### src/rtl/cfgdma_pkg.sv
package cfgdma_pkg;
  typedef enum logic [2:0] {
    SQ_IDLE, SQ_FETCH, SQ_DECODE, SQ_MOVE, SQ_REPORT
  } seq_state_t;

  localparam int CTL_ERR_BIT  = 0;
  localparam int CTL_READ_BIT = 1;
  localparam int CTL_SKIP_BIT = 2;
  localparam int CTL_SEL_BIT  = 3;

  localparam int DESC_BYTES    = 16;
  localparam int STATUS_OFFSET = 12;
  localparam int STATUS_BYTES  = 4;
endpackage

### src/rtl/cfgdma_doorbell.sv
module cfgdma_doorbell #(
  parameter int          ADDR_W    = 64,
  parameter logic [63:0] SIGNATURE = 64'h4346_4744_4D41_2121
) (
  input  logic              clk,
  input  logic              rst_n,
  input  logic              reg_wr,
  input  logic [2:0]        reg_off,
  input  logic [3:0]        reg_size,
  input  logic [ADDR_W-1:0] reg_wdata,
  output logic [63:0]       reg_rdata,
  input  logic              busy,
  output logic              kick,
  output logic [ADDR_W-1:0] kick_addr
);
  localparam int HALF_W = ADDR_W / 2;

  logic [ADDR_W-1:0] addr_q, addr_d;
  logic              addr_en;
  logic              wr_hi, wr_lo, wr_full;

  always_comb begin
    wr_hi   = reg_wr && !busy && (reg_size == 4'd4) && (reg_off == 3'd0);
    wr_lo   = reg_wr && !busy && (reg_size == 4'd4) && (reg_off == 3'd4);
    wr_full = reg_wr && !busy && (reg_size == 4'd8) && (reg_off == 3'd0);
    kick    = wr_lo || wr_full;
    kick_addr = wr_full ? reg_wdata
                        : (addr_q | {{HALF_W{1'b0}}, reg_wdata[HALF_W-1:0]});
    addr_en = wr_hi || kick;
    addr_d  = wr_hi ? {reg_wdata[HALF_W-1:0], {HALF_W{1'b0}}} : '0;
  end

  always_ff @(posedge clk or negedge rst_n) begin
    if (!rst_n)       addr_q <= '0;
    else if (addr_en) addr_q <= addr_d;
  end

  logic [3:0]  end_pos;
  logic        size_ok;
  logic [63:0] shifted, mask;

  always_comb begin
    end_pos = {1'b0, reg_off} + reg_size;
    size_ok = (reg_size == 4'd1) || (reg_size == 4'd2) ||
              (reg_size == 4'd4) || (reg_size == 4'd8);
    shifted = SIGNATURE >> {4'd8 - end_pos, 3'b000};
    mask    = (reg_size == 4'd8) ? {64{1'b1}}
                                 : ((64'd1 << {reg_size, 3'b000}) - 64'd1);
    reg_rdata = (size_ok && end_pos <= 4'd8) ? (shifted & mask) : 64'd0;
  end
endmodule

### src/rtl/cfgdma_desc_buf.sv
module cfgdma_desc_buf #(
  parameter int ADDR_W = 64,
  parameter int LEN_W  = 32,
  parameter int CTL_W  = 32
) (
  input  logic              clk,
  input  logic              rst_n,
  input  logic              shift_en,
  input  logic [7:0]        shift_byte,
  output logic [ADDR_W-1:0] d_addr,
  output logic [LEN_W-1:0]  d_len,
  output logic [CTL_W-1:0]  d_ctl
);
  localparam int TOTAL_W = ADDR_W + LEN_W + CTL_W;

  logic [TOTAL_W-1:0] desc_q;

  always_ff @(posedge clk or negedge rst_n) begin
    if (!rst_n)        desc_q <= '0;
    else if (shift_en) desc_q <= {desc_q[TOTAL_W-9:0], shift_byte};
  end

  assign d_addr = desc_q[TOTAL_W-1 -: ADDR_W];
  assign d_len  = desc_q[CTL_W +: LEN_W];
  assign d_ctl  = desc_q[0 +: CTL_W];
endmodule

### src/rtl/cfgdma_seq.sv
module cfgdma_seq
  import cfgdma_pkg::*;
#(
  parameter int ADDR_W = 64,
  parameter int LEN_W  = 32,
  parameter int CTL_W  = 32,
  parameter int KEY_W  = 16
) (
  input  logic              clk,
  input  logic              rst_n,
  input  logic              kick,
  input  logic [ADDR_W-1:0] kick_addr,
  output logic              busy,
  output seq_state_t        state_o,
  output logic              mem_req,
  output logic              mem_we,
  output logic [ADDR_W-1:0] mem_addr,
  output logic [7:0]        mem_wdata,
  input  logic              mem_gnt,
  input  logic [7:0]        mem_rdata,
  input  logic              mem_err,
  output logic              st_sel,
  output logic [KEY_W-1:0]  st_key,
  output logic              st_rd,
  input  logic              st_avail,
  input  logic [7:0]        st_rdata,
  output logic              shift_en,
  output logic [7:0]        shift_byte,
  input  logic [ADDR_W-1:0] d_addr,
  input  logic [LEN_W-1:0]  d_len,
  input  logic [CTL_W-1:0]  d_ctl
);
  localparam int CNT_W = $clog2(DESC_BYTES);

  seq_state_t        state_q, state_d;
  logic [CNT_W-1:0]  cnt_q, cnt_d;
  logic [ADDR_W-1:0] base_q, base_d, cur_q, cur_d;
  logic [LEN_W-1:0]  rem_q, rem_d;
  logic              rd_mode_q, rd_mode_d;
  logic              err_q, err_d;

  always_comb begin
    state_d   = state_q;
    cnt_d     = cnt_q;
    base_d    = base_q;
    cur_d     = cur_q;
    rem_d     = rem_q;
    rd_mode_d = rd_mode_q;
    err_d     = err_q;
    mem_req   = 1'b0;
    mem_we    = 1'b0;
    mem_addr  = '0;
    mem_wdata = 8'h00;
    st_sel    = 1'b0;
    st_key    = '0;
    st_rd     = 1'b0;
    shift_en  = 1'b0;
    shift_byte = mem_rdata;

    case (state_q)
      SQ_IDLE: begin
        if (kick) begin
          base_d  = kick_addr;
          cnt_d   = '0;
          err_d   = 1'b0;
          state_d = SQ_FETCH;
        end
      end
      SQ_FETCH: begin
        mem_req  = 1'b1;
        mem_addr = base_q + ADDR_W'(cnt_q);
        if (mem_gnt) begin
          if (mem_err) begin
            err_d   = 1'b1;
            cnt_d   = '0;
            state_d = SQ_REPORT;
          end else begin
            shift_en = 1'b1;
            cnt_d    = cnt_q + 1'b1;
            if (cnt_q == CNT_W'(DESC_BYTES - 1)) begin
              cnt_d   = '0;
              state_d = SQ_DECODE;
            end
          end
        end
      end
      SQ_DECODE: begin
        st_sel = d_ctl[CTL_SEL_BIT];
        st_key = d_ctl[CTL_W-1 -: KEY_W];
        cur_d  = d_addr;
        if (d_ctl[CTL_READ_BIT]) begin
          rd_mode_d = 1'b1;
          rem_d     = d_len;
        end else if (d_ctl[CTL_SKIP_BIT]) begin
          rd_mode_d = 1'b0;
          rem_d     = d_len;
        end else begin
          rd_mode_d = 1'b0;
          rem_d     = '0;
        end
        state_d = SQ_MOVE;
      end
      SQ_MOVE: begin
        if (rem_q == '0) begin
          cnt_d   = '0;
          state_d = SQ_REPORT;
        end else if (rd_mode_q) begin
          mem_req   = 1'b1;
          mem_we    = 1'b1;
          mem_addr  = cur_q;
          mem_wdata = st_avail ? st_rdata : 8'h00;
          if (mem_gnt) begin
            st_rd = st_avail;
            cur_d = cur_q + 1'b1;
            rem_d = rem_q - 1'b1;
            if (mem_err) begin
              err_d   = 1'b1;
              cnt_d   = '0;
              state_d = SQ_REPORT;
            end
          end
        end else if (st_avail) begin
          st_rd = 1'b1;
          cur_d = cur_q + 1'b1;
          rem_d = rem_q - 1'b1;
        end else begin
          cur_d = cur_q + ADDR_W'(rem_q);
          rem_d = '0;
        end
      end
      SQ_REPORT: begin
        mem_req   = 1'b1;
        mem_we    = 1'b1;
        mem_addr  = base_q + ADDR_W'(STATUS_OFFSET) + ADDR_W'(cnt_q);
        mem_wdata = (cnt_q == CNT_W'(STATUS_BYTES - 1)) ? {7'd0, err_q} : 8'h00;
        if (mem_gnt) begin
          cnt_d = cnt_q + 1'b1;
          if (cnt_q == CNT_W'(STATUS_BYTES - 1)) state_d = SQ_IDLE;
        end
      end
      default: state_d = SQ_IDLE;
    endcase
  end

  always_ff @(posedge clk or negedge rst_n) begin
    if (!rst_n) begin
      state_q   <= SQ_IDLE;
      cnt_q     <= '0;
      base_q    <= '0;
      cur_q     <= '0;
      rem_q     <= '0;
      rd_mode_q <= 1'b0;
      err_q     <= 1'b0;
    end else begin
      state_q   <= state_d;
      cnt_q     <= cnt_d;
      base_q    <= base_d;
      cur_q     <= cur_d;
      rem_q     <= rem_d;
      rd_mode_q <= rd_mode_d;
      err_q     <= err_d;
    end
  end

  assign busy    = (state_q != SQ_IDLE);
  assign state_o = state_q;
endmodule

### src/rtl/cfgdma_engine.sv
module cfgdma_engine
  import cfgdma_pkg::*;
#(
  parameter int          ADDR_W    = 64,
  parameter int          LEN_W     = 32,
  parameter int          CTL_W     = 32,
  parameter int          KEY_W     = 16,
  parameter logic [63:0] SIGNATURE = 64'h4346_4744_4D41_2121
) (
  input  logic              clk,
  input  logic              rst_n,
  input  logic              reg_wr,
  input  logic [2:0]        reg_off,
  input  logic [3:0]        reg_size,
  input  logic [ADDR_W-1:0] reg_wdata,
  output logic [63:0]       reg_rdata,
  output logic              busy,
  output logic              mem_req,
  output logic              mem_we,
  output logic [ADDR_W-1:0] mem_addr,
  output logic [7:0]        mem_wdata,
  input  logic              mem_gnt,
  input  logic [7:0]        mem_rdata,
  input  logic              mem_err,
  output logic              st_sel,
  output logic [KEY_W-1:0]  st_key,
  output logic              st_rd,
  input  logic              st_avail,
  input  logic [7:0]        st_rdata
);
  logic              kick;
  logic [ADDR_W-1:0] kick_addr;
  logic              shift_en;
  logic [7:0]        shift_byte;
  logic [ADDR_W-1:0] d_addr;
  logic [LEN_W-1:0]  d_len;
  logic [CTL_W-1:0]  d_ctl;
  seq_state_t        seq_state;

  cfgdma_doorbell #(.ADDR_W(ADDR_W), .SIGNATURE(SIGNATURE)) u_bell (
    .clk(clk), .rst_n(rst_n), .reg_wr(reg_wr), .reg_off(reg_off),
    .reg_size(reg_size), .reg_wdata(reg_wdata), .reg_rdata(reg_rdata),
    .busy(busy), .kick(kick), .kick_addr(kick_addr)
  );

  cfgdma_desc_buf #(.ADDR_W(ADDR_W), .LEN_W(LEN_W), .CTL_W(CTL_W)) u_desc (
    .clk(clk), .rst_n(rst_n), .shift_en(shift_en), .shift_byte(shift_byte),
    .d_addr(d_addr), .d_len(d_len), .d_ctl(d_ctl)
  );

  cfgdma_seq #(.ADDR_W(ADDR_W), .LEN_W(LEN_W), .CTL_W(CTL_W), .KEY_W(KEY_W)) u_seq (
    .clk(clk), .rst_n(rst_n), .kick(kick), .kick_addr(kick_addr),
    .busy(busy), .state_o(seq_state),
    .mem_req(mem_req), .mem_we(mem_we), .mem_addr(mem_addr),
    .mem_wdata(mem_wdata), .mem_gnt(mem_gnt), .mem_rdata(mem_rdata),
    .mem_err(mem_err), .st_sel(st_sel), .st_key(st_key), .st_rd(st_rd),
    .st_avail(st_avail), .st_rdata(st_rdata), .shift_en(shift_en),
    .shift_byte(shift_byte), .d_addr(d_addr), .d_len(d_len), .d_ctl(d_ctl)
  );
endmodule

### config.mk
export PLATFORM = sky130hd
export DESIGN_NAME = cfgdma_engine
export DESIGN_NICKNAME = d
export VERILOG_FILES = /design/src/rtl/cfgdma_pkg.sv /design/src/rtl/cfgdma_doorbell.sv /design/src/rtl/cfgdma_desc_buf.sv /design/src/rtl/cfgdma_seq.sv /design/src/rtl/cfgdma_engine.sv
export SDC_FILE = /design/constraint.sdc
export NUM_CORES = 1
export LEC_CHECK = 0
export BUFFER_PORTS_ARGS = -buffer_cell sky130_fd_sc_hd__buf_2
export CAP_MARGIN = 30
export CELL_PAD_IN_SITES_DETAIL_PLACEMENT = 0
export CELL_PAD_IN_SITES_GLOBAL_PLACEMENT = 1
export CORE_UTILIZATION = 25
export DETAILED_ROUTE_END_ITERATION = 7
export PLACE_DENSITY_LB_ADDON = 0.1
export SLEW_MARGIN = 10
export SYNTH_ARGS = -nofsm -noshare
export SYNTH_HDL_FRONTEND = slang
export SYNTH_SLANG_ARGS = --single-unit
### constraint.sdc
create_clock -name clk -period 3.9 [get_ports clk]
set_input_delay 0.78 -clock clk [delete_from_list [all_inputs] [get_ports clk]]
set_output_delay 0.78 -clock clk [all_outputs]
set_load 0.01 [all_outputs]
==> results of run 1 <==
[registers in the layout, indices dropped and copies added, names as in the netlist]
register and flops:
u_seq.err_q 1, u_seq.base_q 64, u_seq.cur_q 64, u_seq.state_o 3
u_seq.cnt_q 4, u_bell.addr_q 32, u_seq.rd_mode_q 1, u_seq.rem_q 32
u_desc.desc_q 128
[cells by family (layout without fill, tap and decap cells)]
logic type	after synthesis	in the layout	share of synthesized area, %
and+or+nand+nor	990	990	21.7
other	1	30	0.0168
AOI/OAI and AO/OA	726	726	21.7
adders and majority gates	65	65	3.82
buffers and inverters	245	606	5.14
DFF	329	329	36.9
xor gates and xnor gates	60	60	2.36
muxes	168	168	8.28
[final timing paths]
check / end / slack (ns) / start / cells past startpoint
worst min-delay path: u_seq.rem_q[28]$_DFFE_PN0P_ / 0.20 / rst_n / 1
min in group clk: u_seq.base_q[4]$_DFFE_PN0P_ / 0.39 / reg_wdata[4] / 3
worst max register to register: u_seq.cur_q[51]$_DFFE_PN0P_ / 0.26 / u_seq.rem_q[12]$_DFFE_PN0P_ / 10
worst min register to register: u_seq.cur_q[62]$_DFFE_PN0P_ / 0.48 / u_desc.desc_q[126]$_DFFE_PN0P_ / 2
worst max-delay path: mem_addr[61] / -0.46 / u_seq.base_q[1]$_DFFE_PN0P_ / 14
max in group asynchronous: u_seq.rem_q[1]$_DFFE_PN0P_ / 2.70 / rst_n / 2
[through the flow]
| stage | std cells | setup TNS [ns] | cell area (µm²) | setup WS, ns |
|---|---|---|---|---|
| global placement | 4006 | -0.229 | 25800 | -0.0951 |
| finish | 4139 | -11.86 | 29000 | -0.461 |
| global route | 4137 | -18.61 | 29000 | -0.614 |
| floorplan | 2610 | 0 | 22400 | 0.0368 |
| detailed placement | 4006 | -0.328 | 25800 | -0.102 |
| CTS | 4119 | -12.41 | 28500 | -0.557 |
[final cells by class]
type                    instances  area, µm²  area share, %
clock inverters                20        246          0.850
repair buffers                478       3490           12.0
multi-input cells            2036      14100           48.5
flip-flops and latches        329       8250           28.4
well taps                    1165       1460           5.03
inverters                      46        173          0.595
clock buffers                  62       1300           4.48
diodes                          3       7.51         0.0259
[cell usage after synthesis (8+ instances only)]
| cell | instances |
|---|---|
| nor3_1 | 69 |
| a32oi_1 | 12 |
| o22a_1 | 10 |
| o211ai_1 | 22 |
| o22ai_1 | 21 |
| xor2_1 | 29 |
| a31oi_1 | 14 |
| and4_1 | 22 |
| nand2_1 | 380 |
| inv_1 | 46 |
| clkbuf_1 | 122 |
| a211oi_1 | 20 |
| a22oi_1 | 27 |
| buf_6 | 8 |
| a211o_1 | 9 |
| a221o_1 | 30 |
| xnor2_1 | 31 |
| a22o_1 | 44 |
| and2_1 | 18 |
| buf_4 | 36 |
| a21o_1 | 26 |
| o31ai_1 | 8 |
| nor2_1 | 174 |
| o311ai_0 | 21 |
| and3_1 | 85 |
| nand3_1 | 86 |
| nand4_1 | 55 |
| or3_1 | 11 |
| nand2b_1 | 16 |
| mux2_2 | 130 |
| nor4_1 | 14 |
| a21oi_1 | 154 |
| mux2i_1 | 38 |
| nor2b_1 | 11 |
| dfrtp_1 | 329 |
| o21ai_0 | 226 |
| buf_2 | 25 |
| buf_1 | 8 |
| o21a_1 | 11 |
| ha_1 | 60 |
[per-layer routing]
layer	track usage, %	wire length, µm
met1	29.9	45900
met2	36.2	47800
met3	3.16	5050
met4	6.38	3060
met5	0	0
[where the power goes]
group / internal [mW] / switching, mW
clock: 2.61 / 1.73
sequential: 4.06 / 0.890
combinational: 2.77 / 4.41
[critical path, stage by stage, from the launching register on]
cell	delay, ns
dfrtp_1	0.42
ha_4	0.29
ha_4	0.12
inv_2	0.03
fa_2	0.33
nor2b_1	0.12
o21a_2	0.20
buf_6	0.11
o211ai_1	0.15
nor2_2	0.19
nand4_1	0.24
o21ai_1	0.19
nand2_1	0.07
a221o_1	0.32
buf_2	0.15
[what timing repair did]
item / 4_1_cts / 5_1_grt
buffers inserted: 37 / 21
gates cloned: 3 / 0
endpoints found under the setup margin: 74 / 96
gates resized for setup: 226 / 85
pin swaps: 67 / 46
==> flow_metrics.py, run 1 <==
metrics = {
    "run_status": {
        "status": "finished with violations",
        "violations": "negative setup slack",
    },
    "clocking": {
        "clkLatencyLatePin_ns": 0.61,
        "tritoncts": "built",
        "htree_num_levels": 2,
        "clkTransAtPathRegs_ns": 0.06,
        "cts-root-buf": "clkbuf_16",
        "holdBufCountCts": 0,
        "cts.sinks": 329,
        "clockBufferDepth": 3,
        "cts_buffers": 44,
    },
    "route": {
        "vias": 21961,
        "viasPerCell": 5.31,
        "wl_per_cell_um": 24.6,
        "drt_iter0_drc": 1581,
        "wirelength_um": 102000,
        "antenna_left": 0,
        "route.detailed.drc": 0,
        "drt-pass1-iter-count": 5,
    },
    "synth": {
        "syn_avg_cell_area_um2": 8.62,
        "synth_top_area_share_pct": 36.9,
        "syn-cell-area_mm2": 0.0223,
        "synth.area.top_cells": "dfrtp_1 37%, mux2_2 6.6%, nand2_1 6.4%, o21ai_0 5.1%, a21oi_1 3.5%",
        "synth-async-reset-ratio_pct": 100,
        "synth_warnings": 0,
        "ys_seq_area_share_pct": 36.9,
        "yosysTopAreaCell": "dfrtp_1",
        "synth-seq-cells": 329,
        "synth_top_flop_cell": "dfrtp_1",
        "synth_edf_count": 0,
        "yosysUniqueCellTypes": 97,
        "syn_inst": 2584,
    },
    "layout": {
        "final_cell_mix": "363 x nand2_1, 317 x dfrtp_1, 211 x buf_4",
        "n_fill_cell": 9405,
        "nNetsFinal": 3093,
        "syn2layout_area_growth_pct": 30.1,
        "layout_commonest_cell": "nand2_1",
        "drive_gt1_share_pct": 30.1,
        "final_util_pct": 32.8,
    },
    "floorplanning": {
        "start_util_pct": 25.2,
        "num_io_pins": 250,
        "die_x_um": 301,
        "dieArea_mm2": 0.0903,
        "coreArea_mm2": 0.0884,
        "rows": 109,
        "die_h_um": 301,
    },
    "worst_setup_path": {
        "path_class": "reg2out",
        "cp-start-kind": "flop",
        "end_kind": "output pin",
        "crit_required_ns": 3.12,
        "worst-path-max-fanout": 3,
        "critical_path_arrival_ns": 3.58,
    },
    "timing": {
        "period_share_pct": 112,
        "fin_crit_ns": 4.36,
        "relSlewSlack_pct": 32.7,
        "rsz0062_at_grt": "yes",
        "finalHoldViolations": 0,
        "fin_skew_ns": 0.0304,
        "max_freq_ghz": 0.229,
        "setup_violations": 59,
        "setup_slack_ns": -0.461,
        "finalMaxSlewViolations": 0,
        "worstMarginPinSlew_ns": 1.01,
        "fin_hold_ws_ns": 0.199,
    },
    "min_path": {
        "hp-class": "in2async",
    },
    "global_route": {
        "grt_max_degree": 95,
        "grt_usage_pct": 22.0,
        "grt_pass1_vias": 21489,
        "antenna_found_initial": 3,
        "grt_pass1_wl_um": 149000,
        "grt-ovfl-total": 0,
    },
    "placement": {
        "globalplace.congestion": 0.919,
        "dpl.hpwl_um": 78100,
        "io_buffer_count": 222,
    },
    "power": {
        "p_leak_nw": 13.1,
        "ir_worst_vdd_mv": 0.365,
        "totalPowerFinal_mw": 16.5,
        "p_per_area_mw_per_mm2": 568,
    },
    "job": {
        "drv_cap": 0,
    },
}
(Power assumes the default switching activity.)
==> run 2: changes to the inputs <==
- ABC_AREA: default -> 1
==> flow_metrics.py, run 2 <==
metrics = {
    "run_status": {
        "status": "finished with violations",
        "violations": "negative setup slack",
    },
    "layout": {
        "drive_gt1_share_pct": 19.8,
        "n_fill_cell": 11699,
        "top_regs": "u_desc.desc_q x128, u_seq.base_q x64, u_seq.cur_q x64",
        "largest_reg_flops": 128,
        "multi_input_area_mm2": 0.0162,
        "syn2layout_area_growth_pct": 25.6,
        "final_area_mm2": 0.0331,
        "n_antenna_cell": 0,
        "final_cell_mix": "884 x nand2_1, 575 x inv_1, 401 x nor2_1",
        "fin_cells": 5804,
        "largest-register": "u_desc.desc_q",
        "nNetsFinal": 4551,
        "layout_commonest_cell": "nand2_1",
        "seqCellArea_mm2": 0.00825,
    },
    "worst_setup_path": {
        "cp_cell_sequence": "ha_4 -> ha_4 -> inv_2 -> fa_2 -> inv_2 -> nand3_2 -> nand3_4 -> inv_4 -> nor2_4 -> inv_2 -> nor2_1 -> buf_4 -> nand2_4 -> nor2_4 -> inv_1 -> o21ai_1 -> o211ai_1 -> buf_2",
        "critical_path_arrival_ns": 3.34,
        "cpMostUsedCell": "inv_2",
        "end_kind": "output pin",
        "cp-start-kind": "flop",
        "critical_path.top_delay_family": "adder cells",
        "r2r.worst_path.cells": 13,
        "path_class": "reg2out",
        "worst-path-max-fanout": 3,
        "r2r_setup_slack_ns": 0.82,
        "slowest_stage": "dfrtp_1",
        "rr_endpoint": "u_seq.cur_q[19]$_DFFE_PN0P_",
        "worstReg2RegStart": "u_seq.rem_q[16]$_DFFE_PN0P_",
        "cp.depth": 18,
        "setup.worst_path.end": "mem_addr[27]",
        "critPathBufInv": 7,
        "cp-startpoint": "u_seq.base_q[1]$_DFFE_PN0P_",
        "crit_required_ns": 3.12,
        "cpPeakStageDelay_ns": 0.41,
    },
    "clocking": {
        "tritoncts": "built",
        "clkTransAtPathRegs_ns": 0.06,
        "cts-root-buf": "clkbuf_16",
        "clockBufferDepth": 3,
        "clkLatencyLatePin_ns": 0.66,
        "htree_num_levels": 2,
        "cts_buffers": 44,
        "cts.sinks": 329,
        "holdBufCountCts": 0,
    },
    "synth": {
        "synth.area.top_cells": "dfrtp_1 31%, nand2_1 13%, inv_1 8.7%, nand3_1 7.4%, nor2_1 6.4%",
        "yosysUniqueCellTypes": 54,
        "synth_most_common_cell": "nand2_1",
        "synth_edf_count": 0,
        "synth_common_cells": "920 x nand2_1, 613 x inv_1, 448 x nor2_1, 391 x nand3_1, 329 x dfrtp_1",
        "synth_warnings": 0,
        "ys_seq_area_share_pct": 31.3,
        "syn-cell-area_mm2": 0.0263,
        "synth_top_area_share_pct": 31.3,
        "syn_inst": 4057,
        "syn_avg_cell_area_um2": 6.49,
        "synth_top_flop_cell": "dfrtp_1",
        "yosysTopAreaCell": "dfrtp_1",
        "synth-async-reset-ratio_pct": 100,
        "synth-seq-cells": 329,
    },
    "floorplanning": {
        "num_io_pins": 250,
        "dieArea_mm2": 0.107,
        "rows": 118,
        "start_util_pct": 25.3,
        "coreArea_mm2": 0.104,
        "die_x_um": 326,
        "die_h_um": 326,
    },
    "timing": {
        "setup_violations": 25,
        "relSlewSlack_pct": 35.6,
        "setup_slack_ns": -0.218,
        "finalHoldViolations": 0,
        "rsz0062_at_grt": "yes",
        "tns_ns": -2.64,
        "period_share_pct": 106,
        "finalMaxSlewViolations": 0,
        "fin_skew_ns": 0.0442,
        "max_freq_ghz": 0.243,
        "fin_crit_ns": 4.12,
        "worstMarginPinSlew_ns": 0.966,
    },
    "placement": {
        "io_buffer_count": 222,
        "dpl.hpwl_um": 107000,
        "dpl.cell_count": 5681,
        "globalplace.congestion": 0.951,
        "placed_area_mm2": 0.0299,
    },
    "route": {
        "drt-pass1-iter-count": 6,
        "viasPerCell": 4.92,
        "antenna_left": 0,
        "wirelength_um": 134000,
        "drt_iter0_drc": 2007,
        "route.detailed.drc": 0,
        "vias": 28572,
        "wl_per_cell_um": 23.0,
    },
    "job": {
        "drv_cap": 0,
    },
    "global_route": {
        "grt_usage_pct": 24.6,
        "grt_pass1_vias": 28067,
        "antenna_found_initial": 1,
        "grt_pass1_wl_um": 194000,
        "grt-ovfl-total": 0,
        "grt_max_degree": 91,
    },
    "power": {
        "ir_worst_vdd_mv": 0.327,
        "p_per_area_mw_per_mm2": 774,
        "p_leak_nw": 15.7,
    },
    "min_path": {
        "hp-class": "in2async",
    },
}
## run 2: worst register-to-register path: cells and delay by family, from the launching register on
family                   cells  cell delay [ns]
flip-flops                   1             0.40
AND/OR/NAND/NOR              7             1.54
buffers and inverters        3             0.36
AO/OA/AOI/OAI                2             0.30
adder cells (fa/ha/maj)      1             0.39
## run 2: kinds of logic (layout without fill, tap and decap cells)
group	Yosys count	after routing	share of synthesized area [%]
AO/OA/AOI/OAI	747	747	16.0
buffers and inverters	796	1137	12.2
flip-flops	329	329	31.3
multiplexers	63	63	2.70
AND/OR/NAND/NOR	2020	2020	33.4
adder cells (fa/ha/maj)	65	65	3.23
XOR/XNOR	36	36	1.20
other	1	27	0.0142
## run 2: worst min path at each step
stage                                        startpoint                       endpoint  slack [ns]  cells after the start
after floorplan           u_desc.desc_q[24]$_DFFE_PN0P_  u_desc.desc_q[24]$_DFFE_PN0P_        0.45                      2
after global placement    u_desc.desc_q[30]$_DFFE_PN0P_  u_desc.desc_q[30]$_DFFE_PN0P_        0.47                      2
after detailed placement  u_desc.desc_q[30]$_DFFE_PN0P_  u_desc.desc_q[30]$_DFFE_PN0P_        0.47                      2
after CTS                                         rst_n  u_desc.desc_q[13]$_DFFE_PN0P_        0.19                      1
after global routing                              rst_n  u_desc.desc_q[21]$_DFFE_PN0P_        0.23                      1
final                                             rst_n   u_desc.desc_q[6]$_DFFE_PN0P_        0.20                      1
## run 2: final cells by class
class                   instances  share of cell area [%]
clock inverters                18                   0.719
flip-flops and latches        329                    25.0
clock buffers                  59                    3.77
well taps                    1380                    5.22
inverters                     631                    7.23
multi-input cells            2958                    48.9
repair buffers                429                    9.17
## run 2: stage by stage
step / util (%) / power [mW] / hold WS (ns) / setup WS [ns]
finish: 31.8 / 25.6 / 0.197 / -0.218
global route: 31.8 / 27.4 / 0.226 / -0.362
CTS: 30.9 / 25.2 / 0.190 / -0.388
detailed placement: 28.8 / 20.3 / 0.474 / 0.0906
global placement: 28.7 / 20.4 / 0.466 / -0.0378
floorplan: - / 14.1 / 0.453 / -0.00321
## run 2: where the power goes
group          internal, mW  switching [mW]
clock                  2.46            1.85
combinational          4.59            9.83
sequential             4.88            1.97
## run 2: per-layer routing
metal	part of all wire, %	vias to the layer above	track usage (%)
met5	0.0060	-	0
li1	-	13959	-
met4	4.5	2	10.1
met1	45	13672	32.5
met3	4.0	186	2.80
met2	47	753	40.6
## run 2: what timing repair did
action                     4_1_cts  5_1_grt
setup endpoints to repair       70       84
cloned                           1        0
pin swaps                       47       73
gates resized for setup        151      204
setup buffers                   19       29
==> run 3: changes to the inputs <==
==> constraint.sdc (replaced) <==
create_clock -name clk -period 3.9 [get_ports clk]
set_input_delay 0.78 -clock clk [delete_from_list [all_inputs] [get_ports clk]]
set_output_delay 0.78 -clock clk [all_outputs]
set_load 0.02 [all_outputs]
==> flow_metrics.py, run 3 (synthesis results as in run 2) <==
metrics = {
    "clocking": {
        "holdBufCountCts": 0,
        "clockBufferDepth": 3,
        "clkTransAtPathRegs_ns": 0.06,
        "cts-root-buf": "clkbuf_16",
        "htree_num_levels": 2,
        "clkLatencyLatePin_ns": 0.64,
        "cts.sinks": 329,
        "cts_buffers": 46,
        "tritoncts": "built",
    },
    "power": {
        "ir_worst_vdd_mv": 0.359,
        "p_leak_nw": 15.8,
        "p_per_area_mw_per_mm2": 789,
    },
    "worst_setup_path": {
        "crit_required_ns": 3.12,
        "end_kind": "output pin",
        "worst-path-max-fanout": 3,
        "path_class": "reg2out",
        "critical_path_arrival_ns": 3.34,
        "r2r.worst_path.cells": 13,
        "cp-start-kind": "flop",
    },
    "layout": {
        "n_fill_cell": 11723,
        "layout_commonest_cell": "nand2_1",
        "fin_cells": 5791,
        "largest_reg_flops": 128,
        "drive_gt1_share_pct": 19.9,
        "final_util_pct": 31.9,
        "nNetsFinal": 4533,
        "syn2layout_area_growth_pct": 26.2,
        "multi_input_area_mm2": 0.0162,
        "final_area_mm2": 0.0332,
        "seqCellArea_mm2": 0.00825,
        "largest-register": "u_desc.desc_q",
        "top_regs": "u_desc.desc_q x128, u_seq.base_q x64, u_seq.cur_q x64",
        "final_cell_mix": "888 x nand2_1, 577 x inv_1, 393 x nor2_1",
    },
    "timing": {
        "worstMarginPinSlew_ns": 0.952,
        "setup_slack_ns": -0.224,
        "max_freq_ghz": 0.242,
        "rsz0062_at_grt": "yes",
        "fin_crit_ns": 4.12,
        "fin_skew_ns": 0.0376,
        "setup_violations": 29,
        "finalMaxSlewViolations": 0,
        "tns_ns": -3.13,
        "relSlewSlack_pct": 36.5,
        "finalHoldViolations": 0,
        "period_share_pct": 106,
    },
    "route": {
        "wirelength_um": 133000,
        "antenna_left": 0,
        "route.detailed.drc": 0,
        "drt_iter0_drc": 1972,
        "vias": 28438,
        "viasPerCell": 4.91,
        "drt-pass1-iter-count": 8,
        "wl_per_cell_um": 23.0,
    },
    "min_path": {
        "hp-class": "in2async",
    },
    "placement": {
        "dp_slack_ns": -0.0405,
        "io_buffer_count": 222,
        "globalplace.congestion": 0.942,
        "dpl.hpwl_um": 106000,
        "placed_area_mm2": 0.0298,
        "dpl.cell_count": 5653,
    },
    "floorplanning": {
        "die_h_um": 326,
        "dieArea_mm2": 0.107,
        "num_io_pins": 250,
        "die_x_um": 326,
        "start_util_pct": 25.3,
        "rows": 118,
        "coreArea_mm2": 0.104,
    },
    "global_route": {
        "grt_pass1_vias": 28135,
        "antenna_found_initial": 3,
        "grt_max_degree": 107,
        "grt_usage_pct": 24.5,
        "grt_pass1_wl_um": 193000,
        "grt-ovfl-total": 0,
    },
    "run_status": {
        "violations": "negative setup slack",
        "status": "finished with violations",
    },
    "job": {
        "drv_cap": 0,
    },
}
[run 3: cell types whose count changed in the layout (fill, tap and decap cells not counted), moves of 5 or more]
cell / delta
buf_2: -50
buf_4: +24
buf_6: +5
clkbuf_8: +5
inv_2: -5
nand2_2: -5
nor2_1: -8
nor2_2: +13
nor2_4: -5
[run 3: power by group]
group | total, mW | leakage [nW] | internal, mW | switching (mW)
clock network | 4.53 | 0.793 | 2.70 | 1.83
registers | 6.95 | 3.85 | 4.88 | 2.06
logic | 14.7 | 11.2 | 4.65 | 10.1
[run 3: path summary, 6_finish.rpt]
| kind | start | endpoint | slack [ns] |
|---|---|---|---|
| worst max-delay path | u_seq.base_q[1]$_DFFE_PN0P_ | mem_addr[39] | -0.22 |
| worst min-delay path | rst_n | u_desc.desc_q[6]$_DFFE_PN0P_ | 0.13 |
| worst max register to register | u_seq.cur_q[1]$_DFFE_PN0P_ | u_seq.cur_q[58]$_DFFE_PN0P_ | 0.93 |
| worst min register to register | u_desc.desc_q[29]$_DFFE_PN0P_ | u_desc.desc_q[29]$_DFFE_PN0P_ | 0.48 |
| max in group asynchronous | rst_n | u_seq.rem_q[12]$_DFFE_PN0P_ | 2.80 |
| min in group clk | reg_wdata[30] | u_seq.base_q[30]$_DFFE_PN0P_ | 0.36 |
[run 3: area by class of cell]
class,count,area share [%]
Multi-Input combinational cell,2958,48.8
Sequential cell,329,24.9
Timing Repair Buffer,409,9.08
Inverter,631,7.22
Tap cell,1380,5.20
Clock buffer,64,4.09
Clock inverter,19,0.727
Antenna cell,1,0.00754
[run 3: metal layers]
metal	part of all wire (%)	vias up	wire length [µm]	track usage, %
met3	3.3	176	4460	1.89
met2	47	671	62700	41.0
met5	0.0098	-	13	0
li1	-	13912	-	-
met4	3.8	2	5110	9.05
met1	46	13677	60800	32.8
[run 3: per-stage QoR]
stage                     hold WS, ns  total power [mW]
after floorplan                 0.453              14.5
after global placement          0.466              20.6
after detailed placement        0.473              20.6
after CTS                       0.132              25.7
after global routing            0.167              28.0
final                           0.133              26.2
[run 3: critical path, cell delays in order, from the launching register on]
cell and delay, ns:
dfrtp_1 0.41, ha_4 0.29, ha_4 0.12, inv_2 0.03
fa_2 0.35, inv_2 0.09, nand3_4 0.06, nand3_4 0.07
inv_2 0.06, nor2_4 0.12, buf_6 0.14, nand4_1 0.21
o21ai_1 0.21, nand3_1 0.09, o211ai_1 0.24, buf_4 0.22
[run 3: what timing repair did]
item,CTS,global route
buffers inserted,15,38
pin swaps,43,67
endpoints found under the hold margin,0,0
setup endpoints to repair,70,88
gates resized for setup,196,223
